`src/rtl/vft_pkg.sv`:
```
package vft_pkg;
  localparam logic [2:0] STATUS_IDX = 3'd2;
  localparam int unsigned VBL_BIT = 7;

  typedef struct packed {
    logic       cs;
    logic       rd;
    logic [2:0] idx;
  } bus_req_t;
endpackage

```
`src/rtl/vft_dot_line.sv`:
```
module vft_dot_line #(
  parameter int unsigned DOTS  = 341,
  parameter int unsigned LINES = 262,
  localparam int unsigned DW = $clog2(DOTS),
  localparam int unsigned LW = $clog2(LINES)
) (
  input  logic          clk_i,
  input  logic          rst_ni,
  output logic [DW-1:0] dot_o,
  output logic [LW-1:0] line_o,
  output logic [DW-1:0] nxt_dot_o,
  output logic [LW-1:0] nxt_line_o
);
  logic [DW-1:0] dot_q;
  logic [LW-1:0] line_q;
  logic          last_dot, last_line;

  assign last_dot  = (dot_q == DW'(DOTS - 1));
  assign last_line = (line_q == LW'(LINES - 1));

  always_comb begin
    nxt_dot_o  = last_dot ? '0 : dot_q + DW'(1);
    nxt_line_o = line_q;
    if (last_dot) nxt_line_o = last_line ? '0 : line_q + LW'(1);
  end

  always_ff @(posedge clk_i or negedge rst_ni) begin
    if (!rst_ni) begin
      dot_q  <= '0;
      line_q <= '0;
    end else begin
      dot_q  <= nxt_dot_o;
      line_q <= nxt_line_o;
    end
  end

  assign dot_o  = dot_q;
  assign line_o = line_q;

  a_r1_dot_range: assert property (@(posedge clk_i) disable iff (!rst_ni)
    dot_q <= DW'(DOTS - 1));
  a_r1_dot_step: assert property (@(posedge clk_i) disable iff (!rst_ni)
    !last_dot |=> dot_q == $past(dot_q) + DW'(1));
  a_r2_line_hold: assert property (@(posedge clk_i) disable iff (!rst_ni)
    !last_dot |=> $stable(line_q));
  a_r2_frame_wrap: assert property (@(posedge clk_i) disable iff (!rst_ni)
    (last_dot && last_line) |=> (dot_q == '0 && line_q == '0));
endmodule

```
`src/rtl/vft_vbl_status.sv`:
```
module vft_vbl_status
  import vft_pkg::*;
#(
  parameter int unsigned DW       = 9,
  parameter int unsigned LW       = 9,
  parameter int unsigned SET_DOT  = 1,
  parameter int unsigned SET_LINE = 241,
  parameter int unsigned CLR_DOT  = 1,
  parameter int unsigned CLR_LINE = 261
) (
  input  logic          clk_i,
  input  logic          rst_ni,
  input  logic [DW-1:0] nxt_dot_i,
  input  logic [LW-1:0] nxt_line_i,
  input  bus_req_t      req_i,
  input  logic          nmi_en_i,
  output logic [7:0]    rdata_o,
  output logic          nmi_o
);
  logic flag_q, set_evt, clr_evt, rd_hit;

  // events fire on the edge that enters the target dot
  assign set_evt = (nxt_line_i == LW'(SET_LINE)) && (nxt_dot_i == DW'(SET_DOT));
  assign clr_evt = (nxt_line_i == LW'(CLR_LINE)) && (nxt_dot_i == DW'(CLR_DOT));
  assign rd_hit  = req_i.cs && req_i.rd && (req_i.idx == STATUS_IDX);

  always_ff @(posedge clk_i or negedge rst_ni) begin
    if (!rst_ni)      flag_q <= 1'b0;
    else if (set_evt) flag_q <= 1'b1;
    else if (clr_evt) flag_q <= 1'b0;
    else if (rd_hit)  flag_q <= 1'b0;
  end

  always_comb begin
    rdata_o = '0;
    if (rd_hit) rdata_o[VBL_BIT] = flag_q;
  end

  assign nmi_o = flag_q & nmi_en_i;

  a_r3_flag_set: assert property (@(posedge clk_i) disable iff (!rst_ni)
    set_evt |=> flag_q);
  a_r4_flag_clr: assert property (@(posedge clk_i) disable iff (!rst_ni)
    (clr_evt && !set_evt) |=> !flag_q);
  a_r6_read_clears: assert property (@(posedge clk_i) disable iff (!rst_ni)
    (rd_hit && !set_evt) |=> !flag_q);
  a_r6_read_drops_nmi: assert property (@(posedge clk_i) disable iff (!rst_ni)
    (rd_hit && !set_evt) |=> !nmi_o);
  a_r7_flag_hold: assert property (@(posedge clk_i) disable iff (!rst_ni)
    (!rd_hit && !set_evt && !clr_evt) |=> $stable(flag_q));
endmodule

```
`src/rtl/vft_ce_div.sv`:
```
module vft_ce_div #(
  parameter int unsigned DIV = 3,
  localparam int unsigned CW = (DIV > 2) ? $clog2(DIV) : 1
) (
  input  logic clk_i,
  input  logic rst_ni,
  output logic ce_o
);
  logic [CW-1:0] cnt_q;
  logic          wrap;

  assign wrap = (cnt_q == CW'(DIV - 1));

  always_ff @(posedge clk_i or negedge rst_ni) begin
    if (!rst_ni)   cnt_q <= '0;
    else if (wrap) cnt_q <= '0;
    else           cnt_q <= cnt_q + CW'(1);
  end

  assign ce_o = wrap;

  a_r9_ce_single: assert property (@(posedge clk_i) disable iff (!rst_ni)
    ce_o |=> !ce_o);
  a_r9_cnt_range: assert property (@(posedge clk_i) disable iff (!rst_ni)
    cnt_q <= CW'(DIV - 1));
endmodule

```
`src/rtl/vid_frame_timer.sv`:
```
module vid_frame_timer
  import vft_pkg::*;
#(
  parameter int unsigned DOTS_PER_LINE   = 341,
  parameter int unsigned LINES_PER_FRAME = 262,
  parameter int unsigned VBL_SET_LINE    = 241,
  parameter int unsigned VBL_SET_DOT     = 1,
  parameter int unsigned VBL_CLR_LINE    = 261,
  parameter int unsigned VBL_CLR_DOT     = 1,
  parameter int unsigned CE_DIV          = 3,
  localparam int unsigned DW = $clog2(DOTS_PER_LINE),
  localparam int unsigned LW = $clog2(LINES_PER_FRAME)
) (
  input  logic          clk_i,
  input  logic          rst_ni,
  input  logic          cs_i,
  input  logic          rd_i,
  input  logic [2:0]    addr_i,
  input  logic          nmi_en_i,
  output logic [7:0]    rdata_o,
  output logic          nmi_o,
  output logic          cpu_ce_o,
  output logic [DW-1:0] dot_o,
  output logic [LW-1:0] line_o
);
  logic [DW-1:0] nxt_dot;
  logic [LW-1:0] nxt_line;
  bus_req_t      req;

  assign req = '{cs: cs_i, rd: rd_i, idx: addr_i};

  vft_dot_line #(
    .DOTS (DOTS_PER_LINE),
    .LINES(LINES_PER_FRAME)
  ) u_raster (
    .clk_i     (clk_i),
    .rst_ni    (rst_ni),
    .dot_o     (dot_o),
    .line_o    (line_o),
    .nxt_dot_o (nxt_dot),
    .nxt_line_o(nxt_line)
  );

  vft_vbl_status #(
    .DW      (DW),
    .LW      (LW),
    .SET_DOT (VBL_SET_DOT),
    .SET_LINE(VBL_SET_LINE),
    .CLR_DOT (VBL_CLR_DOT),
    .CLR_LINE(VBL_CLR_LINE)
  ) u_status (
    .clk_i     (clk_i),
    .rst_ni    (rst_ni),
    .nxt_dot_i (nxt_dot),
    .nxt_line_i(nxt_line),
    .req_i     (req),
    .nmi_en_i  (nmi_en_i),
    .rdata_o   (rdata_o),
    .nmi_o     (nmi_o)
  );

  vft_ce_div #(
    .DIV(CE_DIV)
  ) u_ce (
    .clk_i (clk_i),
    .rst_ni(rst_ni),
    .ce_o  (cpu_ce_o)
  );

  a_r10_reset_quiet: assert property (@(posedge clk_i) disable iff (!rst_ni)
    (dot_o == '0 && line_o == '0 && $past(!rst_ni)) |-> !nmi_o);
endmodule

```
`config.mk`:
```
export PLATFORM = sky130hd
export DESIGN_NAME = vid_frame_timer
export DESIGN_NICKNAME = d
export VERILOG_FILES = /design/src/rtl/vft_pkg.sv /design/src/rtl/vft_dot_line.sv /design/src/rtl/vft_vbl_status.sv /design/src/rtl/vft_ce_div.sv /design/src/rtl/vid_frame_timer.sv
export SDC_FILE = /design/constraint.sdc
export NUM_CORES = 1
export LEC_CHECK = 0
export BUFFER_PORTS_ARGS = -buffer_cell sky130_fd_sc_hd__buf_2
export CORE_UTILIZATION = 56
export DETAILED_ROUTE_END_ITERATION = 6
export PLACE_DENSITY = 0.84
export SLEW_MARGIN = 40
export SYNTH_ARGS = -nofsm -noshare
export SYNTH_HDL_FRONTEND = slang
export SYNTH_SLANG_ARGS = --single-unit
```
`constraint.sdc`:
```
create_clock -name clk_i -period 5.88 [get_ports clk_i]
set_input_delay 0.882 -clock clk_i [delete_from_list [all_inputs] [get_ports clk_i]]
set_output_delay 0.882 -clock clk_i [all_outputs]
set_load 0.01 [all_outputs]
```
==> results of run 1 <==
## per-layer routing
layer,vias to the layer above,track usage [%]
li1,568,-
met1,559,33.7
met2,50,39.6
met3,7,2.92
met4,0,10.8
met5,-,0
## cell type report
class / instances / area [sq um]
fill: 184 / 762
multi-input combinational: 108 / 759
sequential: 21 / 526
inverter: 7 / 26.3
timing repair buffer: 28 / 140
clock inverter: 1 / 5.00
tap: 28 / 35.0
clock buffer: 3 / 22.5
## logic make-up (layout without fill, tap and decap cells)
kind of cell / after synthesis / in the layout / share of synthesized area [%]
buffers and inverters: 22 / 39 / 8.77
and+or+nand+nor: 58 / 58 / 26.1
xor gates and xnor gates: 13 / 13 / 8.23
adders and majority gates: 4 / 4 / 3.62
AOI/OAI and AO/OA: 26 / 26 / 15.0
DFF: 21 / 21 / 38.0
other: 1 / 7 / 0.271
## stage by stage
stage	instance area (sq um)	hold slack, ns	total power, mW
after floorplan	1410	0.411	0.158
after global placement	1490	0.422	0.161
after detailed placement	1490	0.438	0.161
after CTS	1510	0.456	0.234
after global routing	1510	0.482	0.239
final	1510	0.456	0.231
## power by group
| part | leakage, nW | internal, mW | total, mW | switching [mW] |
|---|---|---|---|---|
| clock | 0.0177 | 0.0255 | 0.0732 | 0.0477 |
| combinational | 0.393 | 0.00471 | 0.0119 | 0.00720 |
| sequential | 0.274 | 0.146 | 0.146 | 0.000629 |
| total | 0.684 | 0.176 | 0.231 | 0.0555 |
## worst register-to-register path, cell delays in order, from the launching register on
cell,delay (ns)
dfrtp_1,0.44
inv_1,0.07
ha_1,0.21
and4bb_2,0.25
nand2_1,0.42
o311ai_1,0.26
o31ai_4,0.09
or4b_1,0.47
o41ai_2,0.20
## final timing paths
path                                             startpoint                      endpoint  slack [ns]  cells past startpoint
worst max register to register  u_raster.dot_o[0]$_DFF_PN0_   u_status.flag_q$_DFFE_PN0P_        3.42                      8
worst min-delay path                u_ce.cnt_q[1]$_DFF_PN0_       u_ce.cnt_q[1]$_DFF_PN0_        0.46                      1
max in group asynchronous                            rst_ni   u_raster.dot_o[3]$_DFF_PN0_        5.05                      1
worst min register to register      u_ce.cnt_q[1]$_DFF_PN0_       u_ce.cnt_q[1]$_DFF_PN0_        0.46                      1
worst max-delay path            u_raster.dot_o[0]$_DFF_PN0_   u_status.flag_q$_DFFE_PN0P_        3.42                      8
min in group asynchronous                            rst_ni  u_raster.line_o[2]$_DFF_PN0_        0.50                      1
## flip-flops by register name, indices dropped and copies added, names as in the netlist
signal and flops:
u_raster.dot_o 9, u_raster.line_o 9, u_ce.cnt_q 2, u_status.flag_q 1
## cells in the final DEF (no fill, tap or decap), types with 2 or more instances in the layout
cell type  count
o21ai_0        3
conb_1         7
a311oi_1       2
and3_1         2
nor3_1         4
clkbuf_4       3
nand4bb_1      2
xnor2_1        8
nand4b_1       3
nand4_1        3
o211ai_1       3
xor2_1         5
ha_1           4
and2_1         3
dfrtp_1       21
buf_2         28
nor4_1         4
nor2_1        11
nand3_1        6
inv_1          7
nand2_1        6
nor2b_1        3
o21a_1         2
a31oi_1        4
==> run_results.csv, run 1 <==
group,metric,value,unit
floorplan,die_h,51.7,microns
critical_path,startpoint_type,"flop",
sta,tightest_slew,0.537,ns
sta,fin_skew,0.00624,ns
detailed_routing,wl_met1,1300,microns
critical_path,required,6.11,ns
sta,max_slew_margin,64.1,%
clock_tree,cts.sinks,21,
logic_synthesis,syn_inst,145,
detailed_routing,viasPerCell,6.04,
sta,fin_crit,2.46,ns
logic_synthesis,synth_cell_type_count,49,
clock_tree,hold_buffers,0,
clock_tree,path_clk_slew,0.12,ns
clock_tree,cts_tree,"done",
critical_path,arrival,2.70,ns
power_and_ir_drop,power.density,153,nW/um^2
detailed_routing,route.met2.wl,1440,microns
sta,period_share,41.9,%
global_routing,grt_first_pass_wirelength,4870,microns
sta,fin_setup_tns,0,ns
floorplan,die_width,51.7,microns
logic_synthesis,avgSynthCellArea,9.54,sq um
global_routing,grt-ovfl-total,0,
detailed_routing,met3_length,168,microns
logic_synthesis,yosysWarnings,0,
logic_synthesis,synth-main-ff-cell,"dfrtp_1",
logic_synthesis,synth_common_cells,"dfrtp_1 (21), nor2_1 (11), xnor2_1 (8)",
detailed_routing,top_layer_used,"met4",
detailed_routing,wire_per_inst,15.1,microns
detailed_routing,wirelength,2970,microns
critical_path,path_cells,"inv_1 > ha_1 > and4bb_2 > nand2_1 > o311ai_1 > o31ai_4 > or4b_1 > o41ai_2",
detailed_routing,dr.pass1.iters,4,
status,status,"finished clean",
layout,final_nets,181,
logic_synthesis,ys_async_sr_fraction,100,%
critical_path,crit_path_max_incr_delay,0.47,ns
clock_tree,post_cts_resized,0,
sta,rsz0062_at_grt,"false",
detailed_routing,antenna_left,0,
power_and_ir_drop,ir_drop,0.116,mV
layout,final_util,66.5,%
min_path,hold_class,"reg -> reg",
critical_path,critical-path-top-delay-family,"simple AND/OR/NAND/NOR gates",
detailed_routing,drc,0,
sta,final-max-slew-violation-count,0,
floorplan,dieArea,2670,sq um
sta,hold_viol,0,
sta,clock.fmax,406,MHz
floorplan,coreArea,2280,sq um
global_routing,antenna_found_initial,0,
detailed_routing,drt_iter0_markers,29,
logic_synthesis,synth_area,1380,sq um
power_and_ir_drop,leakagePower,0.684,nW
layout,drive_gt1_share,23.2,%
logic_synthesis,yosysTopAreaCell,"dfrtp_1",
layout,n_antenna_cell,0,
clock_tree,clockBufferDepth,2,
critical_path,path_buf_inv,1,
clock_tree,cts_root_buffer,"clkbuf_4",
logic_synthesis,yosys.area.top_type_share,38.0,%
sta,fin_ws,3.42,ns
run,drv_cap,0,
global_routing,grtUsageTotal,24.8,%
global_routing,grt_max_degree,22,
logic_synthesis,synth_edf_count,0,
critical_path,crit_path_top_delay_cell,"or4b_1",
critical_path,critPathMaxFanout,14,
detailed_routing,vias,1184,
placed_design,hpwl,2120,microns
logic_synthesis,yosysSeqAreaShare,38.0,%
layout,instances_no_fill,196,
floorplan,rows,17,
placed_design,io_buffer_count,28,
global_routing,grt_pass1_vias,1064,
clock_tree,clk_latency,0.32,ns
critical_path,end_kind,"flop",
placed_design,place_congestion,0.921,
layout,syn_to_final_growth,9.40,%
floorplan,start_util,60.8,%
clock_tree,htree_levels,1,
placed_design,post-place-ws,3.44,ns
logic_synthesis,synthTopCellsByArea,"dfrtp_1 (38%), xnor2_1 (5.1%), buf_4 (3.8%)",
floorplan,ios,36,
placed_design,placed_cells,192,
sta,finalSetupViolCount,0,
clock_tree,cts-buffers-inserted,3,
logic_synthesis,synth.most_common_cell,"dfrtp_1",
critical_path,worstSetupPathType,"reg -> reg",
clock_tree,postCtsSetupBuffers,0,
logic_synthesis,synth-seq-cells,21,
No activity file was read; power rests on OpenSTA's default activity.
==> inputs of run 2 (changes only) <==
ABC_AREA = 1   (was not set)
CORE_UTILIZATION = 53   (was 56)
PLACE_DENSITY = 0.8   (was 0.84)
clock period = 2.5 ns   (was 5.88 ns; I/O delays follow)
==> run 2 against run 1 <==
Effect of this change:
- the run now ends with hold timing left
- count of clock-buffer cells in the layout unchanged
- sequential power grew 140%
- first-iteration DRC count rose by 66%
- power up 130%
- global-route usage is 1.8 points lower
- critical path depth increased by 7
- via count increased by 15%
- design area rose by 5.2%
==> run_results.csv, run 2 <==
group,metric,value,unit
logic_synthesis,synthSimpleGateAreaFrac,40.5,%
detailed_routing,drt_iter0_markers,48,
power_and_ir_drop,ir_drop,0.250,mV
global_routing,grt_pass1_vias,1134,
placed_design,postPlaceCellArea,1570,sq um
layout,drive_gt1_share,20.3,%
critical_path,reg2reg_slack,0.38,ns
clock_tree,clk_latency,0.30,ns
critical_path,end_kind,"flop",
logic_synthesis,synth.area.mux_share,0,%
clock_tree,cts-buffers-inserted,3,
logic_synthesis,synth_area,1440,sq um
global_routing,grt-ovfl-total,0,
sta,holdWs,-0.00321,ns
sta,fin_crit,2.12,ns
detailed_routing,wire_per_inst,10.6,microns
logic_synthesis,avgSynthCellArea,6.79,sq um
clock_tree,post_cts_resized,0,
detailed_routing,antenna_left,0,
floorplan,ios,36,
sta,rsz0062_at_grt,"false",
logic_synthesis,synth_common_cells,"nand2_1 (62), inv_1 (37), nor2_1 (25)",
sta,tightest_slew,0.502,ns
floorplan,coreArea,2520,sq um
clock_tree,htree_levels,1,
clock_tree,hold_buffers,0,
layout,fill_cells,238,
min_path,hold_class,"in -> async",
run,drv_cap,0,
detailed_routing,viasPerCell,5.01,
critical_path,crit_path_max_incr_delay,0.46,ns
layout,n_antenna_cell,0,
detailed_routing,drc,0,
logic_synthesis,synth_xor_area_share,0.608,%
logic_synthesis,synth_cell_type_count,24,
sta,fin_skew,0.00275,ns
sta,fin_ws,0.376,ns
floorplan,dieArea,2930,sq um
global_routing,grtUsageTotal,23.0,%
logic_synthesis,ys_async_sr_fraction,100,%
power_and_ir_drop,leakagePower,0.996,nW
layout,final_nets,254,
critical_path,critPathMaxFanout,12,
detailed_routing,dr.pass1.iters,4,
logic_synthesis,synth-seq-cells,21,
floorplan,start_util,57.1,%
sta,fin_setup_tns,0,ns
critical_path,worstSetupPathType,"reg -> reg",
critical_path,required,2.71,ns
sta,period_share,84.9,%
sta,hold_viol,17,
floorplan,rows,18,
sta,max_slew_margin,66.5,%
detailed_routing,wirelength,2870,microns
floorplan,die_width,54.1,microns
placed_design,post-place-ws,0.433,ns
critical_path,crit_top_cell,"nand2_1",
placed_design,hpwl,2200,microns
power_and_ir_drop,power.density,337,nW/um^2
placed_design,place_congestion,0.876,
logic_synthesis,yosys.area.top_type_share,36.5,%
clock_tree,cts.sinks,21,
critical_path,path_cells,"inv_1 > ha_1 > nand2_1 > inv_1 > nand2_1 > nor2_2 > nand3_1 > nand2_1 > nand2_1 > clkinv_1 > nand2_1 > nor2_1 > nand3_1 > nand2_1 > nand2_1",
clock_tree,postCtsSetupBuffers,0,
logic_synthesis,synth-main-ff-cell,"dfrtp_1",
layout,layout_common_cells,"nand2_1 (62), inv_1 (37), buf_2 (28)",
sta,finalSetupViolCount,0,
logic_synthesis,synth_edf_count,0,
placed_design,io_buffer_count,28,
logic_synthesis,yosysSeqAreaShare,36.5,%
status,violations,"hold timing",
sta,clock.fmax,471,MHz
critical_path,crit_path_top_delay_cell,"dfrtp_1",
layout,design_area,1590,sq um
layout,final_util,63.1,%
logic_synthesis,synth-adder-area-share,3.48,%
logic_synthesis,yosysTopAreaCell,"dfrtp_1",
critical_path,arrival,2.34,ns
global_routing,antenna_found_initial,0,
logic_synthesis,synth_top_family_by_area,"simple AND/OR/NAND/NOR gates",
layout,final_common_cell,"nand2_1",
clock_tree,cts_tree,"done",
layout,syn_to_final_growth,10.6,%
critical_path,startpoint_type,"flop",
floorplan,die_h,54.1,microns
logic_synthesis,synth.most_common_cell,"nand2_1",
global_routing,grt_first_pass_wirelength,4830,microns
logic_synthesis,syn_inst,212,
sta,final-max-slew-violation-count,0,
logic_synthesis,synth_compound_area_share,2.52,%
status,status,"finished with violations",
clock_tree,clockBufferDepth,2,
global_routing,grt_max_degree,22,
clock_tree,path_clk_slew,0.12,ns
logic_synthesis,yosysWarnings,0,
detailed_routing,vias,1357,
clock_tree,cts_root_buffer,"clkbuf_4",
logic_synthesis,synthTopCellsByArea,"dfrtp_1 (36%), nand2_1 (16%), inv_1 (9.6%)",
-- run 2: cell types whose count changed after synthesis, sizes merged, moves of 4 or more --
| cell | change |
|---|---|
| nor2 | +17 |
| nor3 | -4 |
| xor2 | -4 |
| a31oi | -4 |
| nand2 | +61 |
| nand3 | +19 |
| xnor2 | -8 |
| inv | +32 |
-- run 2: worst paths after layout --
path / from / end / cells past startpoint
max: u_raster.dot_o[0]$_DFF_PN0_ / u_status.flag_q$_DFFE_PN0P_ / 15
min: rst_ni / u_status.flag_q$_DFFE_PN0P_ / 1
max reg2reg: u_raster.dot_o[0]$_DFF_PN0_ / u_status.flag_q$_DFFE_PN0P_ / 15
min reg2reg: u_ce.cnt_q[0]$_DFF_PN0_ / u_ce.cnt_q[0]$_DFF_PN0_ / 1
max in group asynchronous: rst_ni / u_raster.dot_o[4]$_DFF_PN0_ / 1
min in group clk_i: addr_i[0] / u_status.flag_q$_DFFE_PN0P_ / 5
-- run 2: metal layers --
metal  vias to the layer above  track usage (%)  share of wire [%]
met5                         -                0                  0
met4                         0             7.69                1.2
met3                         4             2.54                4.7
met2                        46             36.6                 47
met1                       622             32.1                 47
li1                        685                -                  -
-- run 2: layout make-up --
type                            count  area (sq um)  area share (%)
Inverter                           42           158            9.90
Timing Repair Buffer               28           140            8.80
Clock buffer                        3          22.5            1.41
Tap cell                           30          37.5            2.36
Sequential cell                    21           526            33.0
Multi-Input combinational cell    146           704            44.2
Clock inverter                      1          5.00           0.314
-- run 2: worst max-delay path, delay by kind of cell, from the launching register on --
family	cells	cell delay (ns)
and+or+nand+nor	11	1.18
DFF	1	0.46
buffers and inverters	3	0.25
adders and majority gates	1	0.16
-- run 2: report_power, final --
group / total (mW) / leakage [nW] / internal (mW) / switching, mW
registers: 0.344 / 0.274 / 0.342 / 0.00168
clock network: 0.167 / 0.0177 / 0.0597 / 0.108
logic: 0.0261 / 0.704 / 0.00822 / 0.0179
total: 0.537 / 0.996 / 0.410 / 0.127
-- run 2: cell families after synthesis --
family,count (synthesis)
compound gates,6
xor+xnor,1
simple gates,128
buf+inv,51
flops,21
other cells,1
fa+ha+maj,4
-- run 2: per-stage QoR --
stage	power, mW	hold slack (ns)	instances
2_1_floorplan	0.371	0.0794	218
3_3_place_gp	0.377	0.352	267
3_5_place_dp	0.377	0.355	267
4_1_cts	0.541	0.00958	271
5_1_grt	0.563	0.0129	271
6_report	0.537	-0.00321	271
